--- src/rtl/sched_pkg.sv ---
package sched_pkg;

   localparam int REG_W      = 32;
   localparam int LANES      = 4;
   localparam int LANE_W     = 8;
   localparam int RX_BIT     = 7;
   localparam int EN_BIT     = 31;
   localparam int TBL_BASE   = 'h800;

   typedef struct packed {
      logic       rx;
      logic [6:0] chan;
   } sched_entry_t;

   function automatic sched_entry_t entry_of(input logic [LANE_W-1:0] b);
      sched_entry_t e;
      e.rx   = b[RX_BIT];
      e.chan = b[6:0];
      return e;
   endfunction

endpackage

--- src/rtl/sched_regs.sv ---
module sched_regs
   import sched_pkg::*;
#(
   parameter int NUM_WORDS = 64,
   parameter int ADDR_W    = 12,
   localparam int WORD_W   = $clog2(NUM_WORDS),
   localparam int IDX_W    = WORD_W + 2
) (
   input  logic               clk,
   input  logic               rst_n,
   input  logic               wr_en,
   input  logic [ADDR_W-1:0]  wr_addr,
   input  logic [REG_W-1:0]   wr_data,
   input  logic               rd_en,
   input  logic [ADDR_W-1:0]  rd_addr,
   output logic [REG_W-1:0]   rd_data,
   input  logic [WORD_W-1:0]  fetch_idx,
   output logic [REG_W-1:0]   fetch_word,
   output logic               en_o,
   output logic [IDX_W-1:0]   last_o
);

   logic [REG_W-1:0] tbl_q [NUM_WORDS];
   logic             en_q;
   logic [IDX_W-1:0] last_q;

   function automatic logic hits_ctrl(input logic [ADDR_W-1:0] a);
      return a[ADDR_W-1:2] == '0;
   endfunction

   function automatic logic hits_tbl(input logic [ADDR_W-1:0] a);
      return a[ADDR_W-1] && (32'(a[ADDR_W-2:2]) < NUM_WORDS);
   endfunction

   logic wr_ctrl, wr_tbl;
   logic [WORD_W-1:0] wr_word, rd_word;
   assign wr_ctrl = wr_en && hits_ctrl(wr_addr);
   assign wr_tbl  = wr_en && hits_tbl(wr_addr);
   assign wr_word = wr_addr[WORD_W+1:2];
   assign rd_word = rd_addr[WORD_W+1:2];

   always_ff @(posedge clk or negedge rst_n) begin
      if (!rst_n) begin
         en_q   <= 1'b0;
         last_q <= '0;
      end else if (wr_ctrl) begin
         en_q   <= wr_data[EN_BIT];
         last_q <= wr_data[IDX_W-1:0];
      end
   end

   for (genvar w = 0; w < NUM_WORDS; w++) begin : g_word
      always_ff @(posedge clk or negedge rst_n) begin
         if (!rst_n)
            tbl_q[w] <= '0;
         else if (wr_tbl && (wr_word == WORD_W'(w)))
            tbl_q[w] <= wr_data;
      end
   end

   logic [REG_W-1:0] rd_mux;
   always_comb begin
      rd_mux = '0;
      if (hits_ctrl(rd_addr)) begin
         rd_mux[EN_BIT]      = en_q;
         rd_mux[IDX_W-1:0]   = last_q;
      end else if (hits_tbl(rd_addr)) begin
         rd_mux = tbl_q[rd_word];
      end
   end

   always_ff @(posedge clk or negedge rst_n) begin
      if (!rst_n)
         rd_data <= '0;
      else if (rd_en)
         rd_data <= rd_mux;
   end

   assign fetch_word = tbl_q[fetch_idx];
   assign en_o       = en_q;
   assign last_o     = last_q;

   // stray writes leave the control state alone
   a_r9_stray_write: assert property (@(posedge clk) disable iff (!rst_n)
      (wr_en && !hits_ctrl(wr_addr)) |=> ($stable(en_q) && $stable(last_q)));

   // read data holds when no read is requested
   a_r11_rd_hold: assert property (@(posedge clk) disable iff (!rst_n)
      !rd_en |=> $stable(rd_data));

endmodule

--- src/rtl/sched_stepper.sv ---
module sched_stepper #(
   parameter int IDX_W = 8
) (
   input  logic             clk,
   input  logic             rst_n,
   input  logic             en_i,
   input  logic [IDX_W-1:0] last_i,
   input  logic             ready_i,
   output logic [IDX_W-1:0] ptr_o
);

   logic [IDX_W-1:0] ptr_q;
   logic             take;
   logic             at_end;

   assign take   = en_i && ready_i;
   assign at_end = ptr_q >= last_i;

   always_ff @(posedge clk or negedge rst_n) begin
      if (!rst_n)
         ptr_q <= '0;
      else if (!en_i)
         ptr_q <= '0;
      else if (take)
         ptr_q <= at_end ? '0 : ptr_q + 1'b1;
   end

   assign ptr_o = ptr_q;

   // no handshake, no movement
   a_r6_hold: assert property (@(posedge clk) disable iff (!rst_n)
      (en_i && !ready_i) |=> $stable(ptr_q));

   // a handshake below the end moves by exactly one
   a_r6_step: assert property (@(posedge clk) disable iff (!rst_n)
      (take && (ptr_q < last_i)) |=> (ptr_q == $past(ptr_q) + 1'b1));

   // a handshake at or past the end returns to entry 0
   a_r7_wrap: assert property (@(posedge clk) disable iff (!rst_n)
      (take && (ptr_q >= last_i)) |=> (ptr_q == '0));

endmodule

--- src/rtl/sched_lane_sel.sv ---
module sched_lane_sel
   import sched_pkg::*;
#(
   parameter int CHAN_W = 5
) (
   input  logic [REG_W-1:0]  word_i,
   input  logic [1:0]        lane_i,
   output logic [CHAN_W-1:0] chan_o,
   output logic              rx_o
);

   sched_entry_t ent [LANES];

   for (genvar l = 0; l < LANES; l++) begin : g_lane
      assign ent[l] = entry_of(word_i[l*LANE_W +: LANE_W]);
   end

   sched_entry_t pick;
   assign pick   = ent[lane_i];
   assign chan_o = pick.chan[CHAN_W-1:0];
   assign rx_o   = pick.rx;

endmodule

--- src/rtl/rr_sched_table.sv ---
module rr_sched_table
   import sched_pkg::*;
#(
   parameter int NUM_WORDS = 64,
   parameter int CHAN_W    = 5,
   parameter int ADDR_W    = 12,
   localparam int WORD_W   = $clog2(NUM_WORDS),
   localparam int IDX_W    = WORD_W + 2
) (
   input  logic              clk,
   input  logic              rst_n,
   input  logic              reg_wr,
   input  logic [ADDR_W-1:0] reg_waddr,
   input  logic [31:0]       reg_wdata,
   input  logic              reg_rd,
   input  logic [ADDR_W-1:0] reg_raddr,
   output logic [31:0]       reg_rdata,
   output logic              gnt_valid,
   input  logic              gnt_ready,
   output logic [CHAN_W-1:0] gnt_chan,
   output logic              gnt_rx
);

   if (ADDR_W != 12) begin : g_bad_addr
      $error("rr_sched_table: ADDR_W must be 12");
   end
   if (NUM_WORDS < 2 || NUM_WORDS > 512 || (NUM_WORDS & (NUM_WORDS - 1)) != 0) begin : g_bad_depth
      $error("rr_sched_table: NUM_WORDS must be a power of two in 2..512");
   end
   if (CHAN_W < 1 || CHAN_W > 7) begin : g_bad_chan
      $error("rr_sched_table: CHAN_W must be 1..7");
   end

   logic             en;
   logic [IDX_W-1:0] last;
   logic [IDX_W-1:0] ptr;
   logic [31:0]      cur_word;

   sched_regs #(.NUM_WORDS(NUM_WORDS), .ADDR_W(ADDR_W)) u_regs (
      .clk        (clk),
      .rst_n      (rst_n),
      .wr_en      (reg_wr),
      .wr_addr    (reg_waddr),
      .wr_data    (reg_wdata),
      .rd_en      (reg_rd),
      .rd_addr    (reg_raddr),
      .rd_data    (reg_rdata),
      .fetch_idx  (ptr[IDX_W-1:2]),
      .fetch_word (cur_word),
      .en_o       (en),
      .last_o     (last)
   );

   sched_stepper #(.IDX_W(IDX_W)) u_step (
      .clk     (clk),
      .rst_n   (rst_n),
      .en_i    (en),
      .last_i  (last),
      .ready_i (gnt_ready),
      .ptr_o   (ptr)
   );

   sched_lane_sel #(.CHAN_W(CHAN_W)) u_sel (
      .word_i (cur_word),
      .lane_i (ptr[1:0]),
      .chan_o (gnt_chan),
      .rx_o   (gnt_rx)
   );

   assign gnt_valid = en;

   // a control write with the enable clear withdraws the grant
   a_r8_stop: assert property (@(posedge clk) disable iff (!rst_n)
      (reg_wr && reg_waddr == '0 && !reg_wdata[EN_BIT]) |=> !gnt_valid);

   // every fresh start of grants begins at entry 0
   a_r8_restart: assert property (@(posedge clk) disable iff (!rst_n)
      $rose(gnt_valid) |-> (ptr == '0));

   // an unaccepted grant keeps its channel and direction unless the table moves
   a_r6_outputs_stable: assert property (@(posedge clk) disable iff (!rst_n)
      (gnt_valid && !gnt_ready && !reg_wr) |=> ($stable(gnt_chan) && $stable(gnt_rx)));

endmodule

--- config.mk ---
export PLATFORM = sky130hd
export DESIGN_NAME = rr_sched_table
export DESIGN_NICKNAME = d
export VERILOG_FILES = /design/src/rtl/sched_pkg.sv /design/src/rtl/sched_regs.sv /design/src/rtl/sched_stepper.sv /design/src/rtl/sched_lane_sel.sv /design/src/rtl/rr_sched_table.sv
export SDC_FILE = /design/constraint.sdc
export NUM_CORES = 2
export LEC_CHECK = 0
export BUFFER_PORTS_ARGS = -buffer_cell sky130_fd_sc_hd__buf_2
export CORE_MARGIN = 3
export CORE_UTILIZATION = 35
export CTS_CLUSTER_SIZE = 14
export DETAILED_ROUTE_END_ITERATION = 12
export SLEW_MARGIN = 20
export SYNTH_ARGS = -nofsm -noshare
export SYNTH_HDL_FRONTEND = slang
export SYNTH_SLANG_ARGS = --single-unit
--- constraint.sdc ---
create_clock -name clk -period 3.1 [get_ports clk]
set_input_delay 0.155 -clock clk [delete_from_list [all_inputs] [get_ports clk]]
set_output_delay 0.155 -clock clk [all_outputs]
set_load 0.01 [all_outputs]
== Word-level counts from Yosys, hierarchy flattened ==
Index checks and enable logic that the tools add are counted.

* Register bits after elaboration: 2097
* Bits of input ports: 61
* Output and inout bits: 39
* Word-level logic and storage cells: 230

* Add/sub/neg operators: 1
* $lt $le $gt $ge: 6
* Eq/ne operators: 64
* Multiplexer cells: 16
* Bitwise gates (word level): 3
* Reduce and logical (&&, ||, !) cells: 72

{| class="wikitable"
|+ Operators with widths
! kind !! number
|-
| 32-bit binary-select mux with 6-bit select || 2
|-
| 6-bit equality test (second input constant) || 32
|-
| 32-bit two-way mux || 5
|-
| 6-bit by 5-bit equality test with 1-bit output (second input constant) || 16
|-
| 1-bit logical AND || 69
|-
| 6-bit by 4-bit equality test with 1-bit output (second input constant) || 8
|-
| 8-bit two-way mux || 6
|-
| 6-bit by 3-bit equality test with 1-bit output (second input constant) || 4
|-
| 23-bit two-way mux || 1
|-
| 10-bit zero test || 2
|-
| 9-bit by 7-bit < comparator with 1-bit output (second input constant) || 2
|-
| 8-bit binary-select mux with 2-bit select || 1
|-
| 7-bit >= comparator (second input constant) || 2
|-
| 6-bit inverter with 7-bit output || 2
|-
| 6-bit by 2-bit equality test with 1-bit output (second input constant) || 2
|-
| 8-bit by 1-bit adder with 8-bit output (second input constant) || 1
|-
| 8-bit >= comparator || 1
|-
| 6-bit by 1-bit equality test with 1-bit output (second input constant) || 1
|-
| 6-bit zero test || 1
|-
| 3-bit >= comparator (second input constant) || 1
|-
| 2-bit inverter with 3-bit output || 1
|-
| 2-bit by 1-bit != test with 1-bit output (second input constant) || 1
|-
| 1-bit two-way mux || 1
|}

== Logic depth before layout (Yosys ltp) ==
* Depth in word-level cells: 7
* Depth in mapped cells: 11
* Mapped depth without buffers: 9

== Cells and area by module ==
Synthesis repeated with hierarchy kept, for this count alone.

* Cells, all modules: 7122
* Area, all modules: 111949.9 µm²

{| class="wikitable"
|+ Modules (own cells, without submodules)
! module !! instances !! cells an instance !! area an instance (µm²) !! seq. area each (µm²)
|-
| sched_regs || 1 || 7039 || 111150.4 || 52275.1
|-
| sched_stepper || 1 || 76 || 653.1 || 200.2
|-
| sched_lane_sel || 1 || 7 || 146.4 || 0.0
|}

== Worst setup path after synthesis ==
Ideal clock, no wire load.

* Path type: reg-to-output
* Start: register u_step.ptr_q[2] (netlist: u_step.ptr_o[2])
* End: output gnt_chan[3]
* Arrival: 2.377 ns
* Data required time: 2.945 ns
* Setup slack: 0.568 ns
* Stages on the path, launching flop included: 9
* Path buffers: 3
* Path through: dfrtp_1 > buf_2 > buf_2 > buf_2 > mux4_2 > a221oi_1 > o22ai_1 > nor3_1 > o221ai_1

* Word-level cells in the longest chain between the ends: 7

{| class="wikitable"
|+ Ends and longest elaborated chain
! what !! line !! text
|-
| start: declaration || sched_stepper.sv:12 || <nowiki>logic [IDX_W-1:0] ptr_q;</nowiki>
|-
| start signal: assignment || sched_stepper.sv:25 || <nowiki>ptr_q <= at_end ? '0 : ptr_q + 1'b1;</nowiki>
|-
| 6-bit inverter with 7-bit output (implied by the code) || sched_regs.sv:79 || <nowiki>assign fetch_word = tbl_q[fetch_idx];</nowiki>
|-
| 32-bit binary-select mux with 6-bit select || sched_regs.sv:79 ||
|-
| 32-bit two-way mux (implied by the code) (2 in series) || sched_regs.sv:79 ||
|-
| 8-bit binary-select mux with 2-bit select || sched_lane_sel.sv:19 || <nowiki>assign pick = ent[lane_i];</nowiki>
|-
| 8-bit two-way mux (implied by the code) (2 in series) || sched_lane_sel.sv:19 ||
|-
| end: declaration || rr_sched_table.sv:20 || <nowiki>output logic [CHAN_W-1:0] gnt_chan,</nowiki>
|}

Every way passes these cells. The select of a mux whose other input is x is not followed.

== Final worst setup path ==
* Start: register u_step.ptr_q[2] (netlist: u_step.ptr_o[2])
* End: output gnt_rx

* Word-level cells in the longest chain between the ends: 7

{| class="wikitable"
|+ Ends and longest elaborated chain
! what !! line !! text
|-
| 6-bit inverter with 7-bit output (implied by the code) || sched_regs.sv:79 ||
|-
| 32-bit binary-select mux with 6-bit select || sched_regs.sv:79 ||
|-
| 32-bit two-way mux (implied by the code) (2 in series) || sched_regs.sv:79 ||
|-
| 8-bit binary-select mux with 2-bit select || sched_lane_sel.sv:19 ||
|-
| 8-bit two-way mux (implied by the code) (2 in series) || sched_lane_sel.sv:19 ||
|-
| end: declaration || rr_sched_table.sv:21 || <nowiki>output logic gnt_rx</nowiki>
|}

Every way passes these cells. The select of a mux whose other input is x is not followed.

==> run_results.csv <==
group,metric,value,unit
grt,met3_usage,0.0530,
logic_synthesis,synth_cell_type_count,41,
power_and_ir_drop,power_frac_comb,0.055,
power_and_ir_drop,peakVddDrop,0.000476,V
route,antenna_left,0,
logic_synthesis,synth-edff-count,0,
logic_synthesis,synth_cells,6557,
floorplan,start_util,0.353,
route,routedWlPerCell,33.4,um
route,dr.pass1.iters,8,
timing,final.setup.tns,-6.29,ns
worst_setup_path,reg2reg_slack,0.31,ns
logic_synthesis,synth_nets,6627,
route,routed_wl,365000,um
worst_setup_path,crit_path_top_delay_cell,"dfrtp_4",
grt,grt_max_degree,160,
worst_setup_path,rr_endpoint,"u_step.ptr_o[3]",
final_layout,drive_gt1_frac,0.570,
worst_setup_path,critPathMaxFanout,8,
worst_setup_path,cp_cell_sequence,"buf_6, buf_12, buf_12, buf_12, mux4_2, a22o_1, a221oi_2, buf_4, o221ai_4, a22oi_2, o221ai_4, buf_6",
timing,finalCritPeriodShare,1.35,
floorplan,die_w,557,um
final_layout,layout.nets,6827,
clock_tree,tritoncts,"yes",
logic_synthesis,ys_ff_latch,2097,
timing,hold_viol,0,
worst_setup_path,worst-path-stages,12,
route,vias,66400,
clock_tree,cts_buffers,224,
power_and_ir_drop,power,59.2,mW
status,status,"finished, violations left",
timing,slew_violations,0,
final_layout,layoutNonFillerInstCount,10900,
timing,max_freq,0.239,GHz
timing,period_minus_slack,4.18,ns
logic_synthesis,yosysWarnings,0,
grt,antenna_found_initial,29,
power_and_ir_drop,power_leakage,56.4,nW
status,violations,"negative setup slack",
grt,groute.layer.met1.usage,0.323,
final_layout,final_cell_mix,"dfrtp_1, mux2_2, mux4_2",
placed_design,dp_cells,10400,
logic_synthesis,netlist_area,106000,sq um
worst_setup_path,endpoint_kind,"output pin",
logic_synthesis,ys_seq_area_frac,0.494,
grt,use_met2,0.356,
timing,setup-violations-final,6,
route,viasPerCell,6.09,
clock_tree,cts_buffer_depth,4,
power_and_ir_drop,internal-power,45.4,mW
worst_setup_path,crit_arrival,4.02,ns
timing,relSlewSlack,0.224,
final_layout,syn_to_final_growth,17.3,%
worst_setup_path,cp_slowest_stage_delay,0.49,ns
clock_tree,htreeDepth,4,
grt,grt-ovfl-total,0,
worst_setup_path,worstSetupPathType,"flip-flop to output pin",
timing,layout_setup_ws,-1.08,ns
logic_synthesis,synthFlopType,"dfrtp_1",
placed_design,port_buffers,95,
worst_setup_path,r2r_start,"u_step.ptr_o[2]",
power_and_ir_drop,switchingPower,13.8,mW
worst_setup_path,critPathTopFamily,"compound AO/OA/AOI/OAI gates",
worst_hold_path,hold_class,"input pin to asynchronous set/reset pin",
power_and_ir_drop,swShare,0.233,
placed_design,globalplace.congestion,0.842,
job,cap_violations,0,
floorplan,core-area,301000,sq um
worst_setup_path,critPathBufInv,6,
timing,worst_clock_skew,0.0467,ns
clock_tree,clkSinkCount,2097,
timing,rsz0062_at_grt,"true",
grt,gr-usage-all-layers,0.233,
floorplan,rows,201,
floorplan,die-area,310000,sq um
final_layout,layout_commonest_cell,"dfrtp_1",
timing,worstMarginPinSlew,1.16,ns
grt,grt_pass1_wl,523000,um
clock_tree,clockRootBuffer,"clkbuf_16",
clock_tree,path_clk_slew,0.06,ns
logic_synthesis,syn_area_per_cell,16.2,sq um
power_and_ir_drop,p_clk_frac,0.471,
route,first_iter_violations,6680,
worst_setup_path,cp-start-kind,"flip-flop",
worst_setup_path,r2r_cells,9,
power_and_ir_drop,seq_power_share,0.474,
placed_design,hpwl,223000,um
power_and_ir_drop,power_density,475,nW/um^2
clock_tree,clk_latency,0.91,ns
worst_setup_path,crit_top_cell,"buf_12",
worst_setup_path,required,2.94,ns
grt,grt_most_used_layer,"met2",
logic_synthesis,synthArstFlopShare,1.00,
floorplan,ioPinCount,100,
route,drc,0,
grt,grt_pass1_vias,68900,
floorplan,die_h,557,um
[how the worst max path moves through the flow]
stage	start	endpoint	slack [ns]
final	u_step.ptr_o[2]	gnt_rx	-1.08
after global routing	u_step.ptr_o[2]	gnt_chan[4]	-1.21
after CTS	u_step.ptr_o[2]	gnt_chan[2]	-1.13
after detailed placement	u_step.ptr_o[2]	gnt_chan[2]	-1.06
after global placement	u_step.ptr_o[2]	gnt_chan[2]	-1.07
after floorplan	u_step.ptr_o[2]	gnt_chan[3]	0.57
[Yosys cell counts (3+ instances only)]
library cell  number  area, sq um
a21oi_1           72          360
a221oi_1          48          420
a221oi_2           9          135
a22o_1            48          420
a22oi_1          105          788
and2_1             6         37.5
buf_1             91          342
buf_2            228         1140
buf_4             26          195
buf_6             14          158
clkbuf_1         372         1400
dfrtp_1         2097        52500
ha_1               9          113
inv_1             12         45.0
mux2_1           344         3870
mux2_2          1713        19300
mux2i_1           64          641
mux4_2          1024        23100
nand2_1           32          120
nand2b_1           6         37.5
nand3_1           12         60.1
nor2_1            88          330
nor2_2            13         81.3
nor2b_1            8         50.1
nor3_1            20          100
nor4_1             3         18.8
o21ai_0           11         55.1
o21ai_1           32          160
o21bai_1           3         22.5
o221ai_1          18          158
o22ai_1           12         75.1
or2_2              5         31.3
[worst reg2reg max path, stage by stage (launching register included)]
cell      delay, ns
dfrtp_4        0.54
buf_4          0.17
buf_12         0.15
buf_6          0.15
ha_1           0.28
a21o_1         0.17
a211oi_1       0.24
o21a_1         0.43
o21ai_0        0.20
a22oi_1        0.33
[metal layers]
metal,vias to the layer above,part of all wire
met5,-,0.00016
met1,37000,0.42
met3,714,0.082
met4,10,0.042
li1,26000,-
met2,2804,0.46
[power by group through the flow]
stage | combinational, mW | sequential, mW | clock (mW)
2_1_floorplan | 1.74 | 28.4 | 0
3_3_place_gp | 3.15 | 28.5 | 0
3_5_place_dp | 3.21 | 28.5 | 0
4_1_cts | 3.25 | 28.0 | 28.3
5_1_grt | 3.51 | 28.1 | 29.5
6_report | 3.25 | 28.0 | 27.9
[sequential cells by signal, summed over array words and instances, names as in the netlist]
register,flops
u_regs.tbl_q,2048
u_regs.rd_data,32
u_regs.last_o,8
u_step.ptr_o,8
u_regs.en_o,1
[cell type report]
| type | count | area [sq um] |
|---|---|---|
| multi-input combinational | 3717 | 51700 |
| tap | 3958 | 4950 |
| clock buffer | 315 | 6450 |
| timing repair buffer | 705 | 8020 |
| sequential | 2097 | 52500 |
| inverter | 12 | 45.0 |
| fill | 26800 | 176000 |
| antenna | 19 | 47.5 |
| clock inverter | 80 | 1050 |
[kinds of logic (layout without fill, tap and decap cells)]
| kind of cell | after synthesis | count (layout) | share of synthesized area |
|---|---|---|---|
| AOI/OAI and AO/OA | 365 | 365 | 0.0249 |
| buffers and inverters | 743 | 1112 | 0.0308 |
| muxes | 3145 | 3145 | 0.441 |
| other | 0 | 19 | 0 |
| and+or+nand+nor | 198 | 198 | 0.00860 |
| adders and majority gates | 9 | 9 | 0.00106 |
| DFF | 2097 | 2097 | 0.494 |
[stage by stage]
step / util / hold slack (ns) / area, sq um / worst slack (ns)
finish: 0.414 / 0.0546 / 125000 / -1.08
global route: 0.414 / 0.0536 / 125000 / -1.21
CTS: 0.411 / 0.00544 / 124000 / -1.13
detailed placement: 0.381 / 0.117 / 115000 / -1.06
global placement: 0.381 / 0.119 / 115000 / -1.07
floorplan: - / -0.141 / 106000 / 0.568
[repair_timing]
item                                     CTS  global route
buffers inserted                          43            39
pin swaps                                 27            37
gates resized for setup                  118            60
gates cloned                               9             4
hold buffers                               8            22
endpoints found under the setup margin     6             6
endpoints found under the hold margin   1891           787
Note: power is estimated with default switching activity, not from simulation.
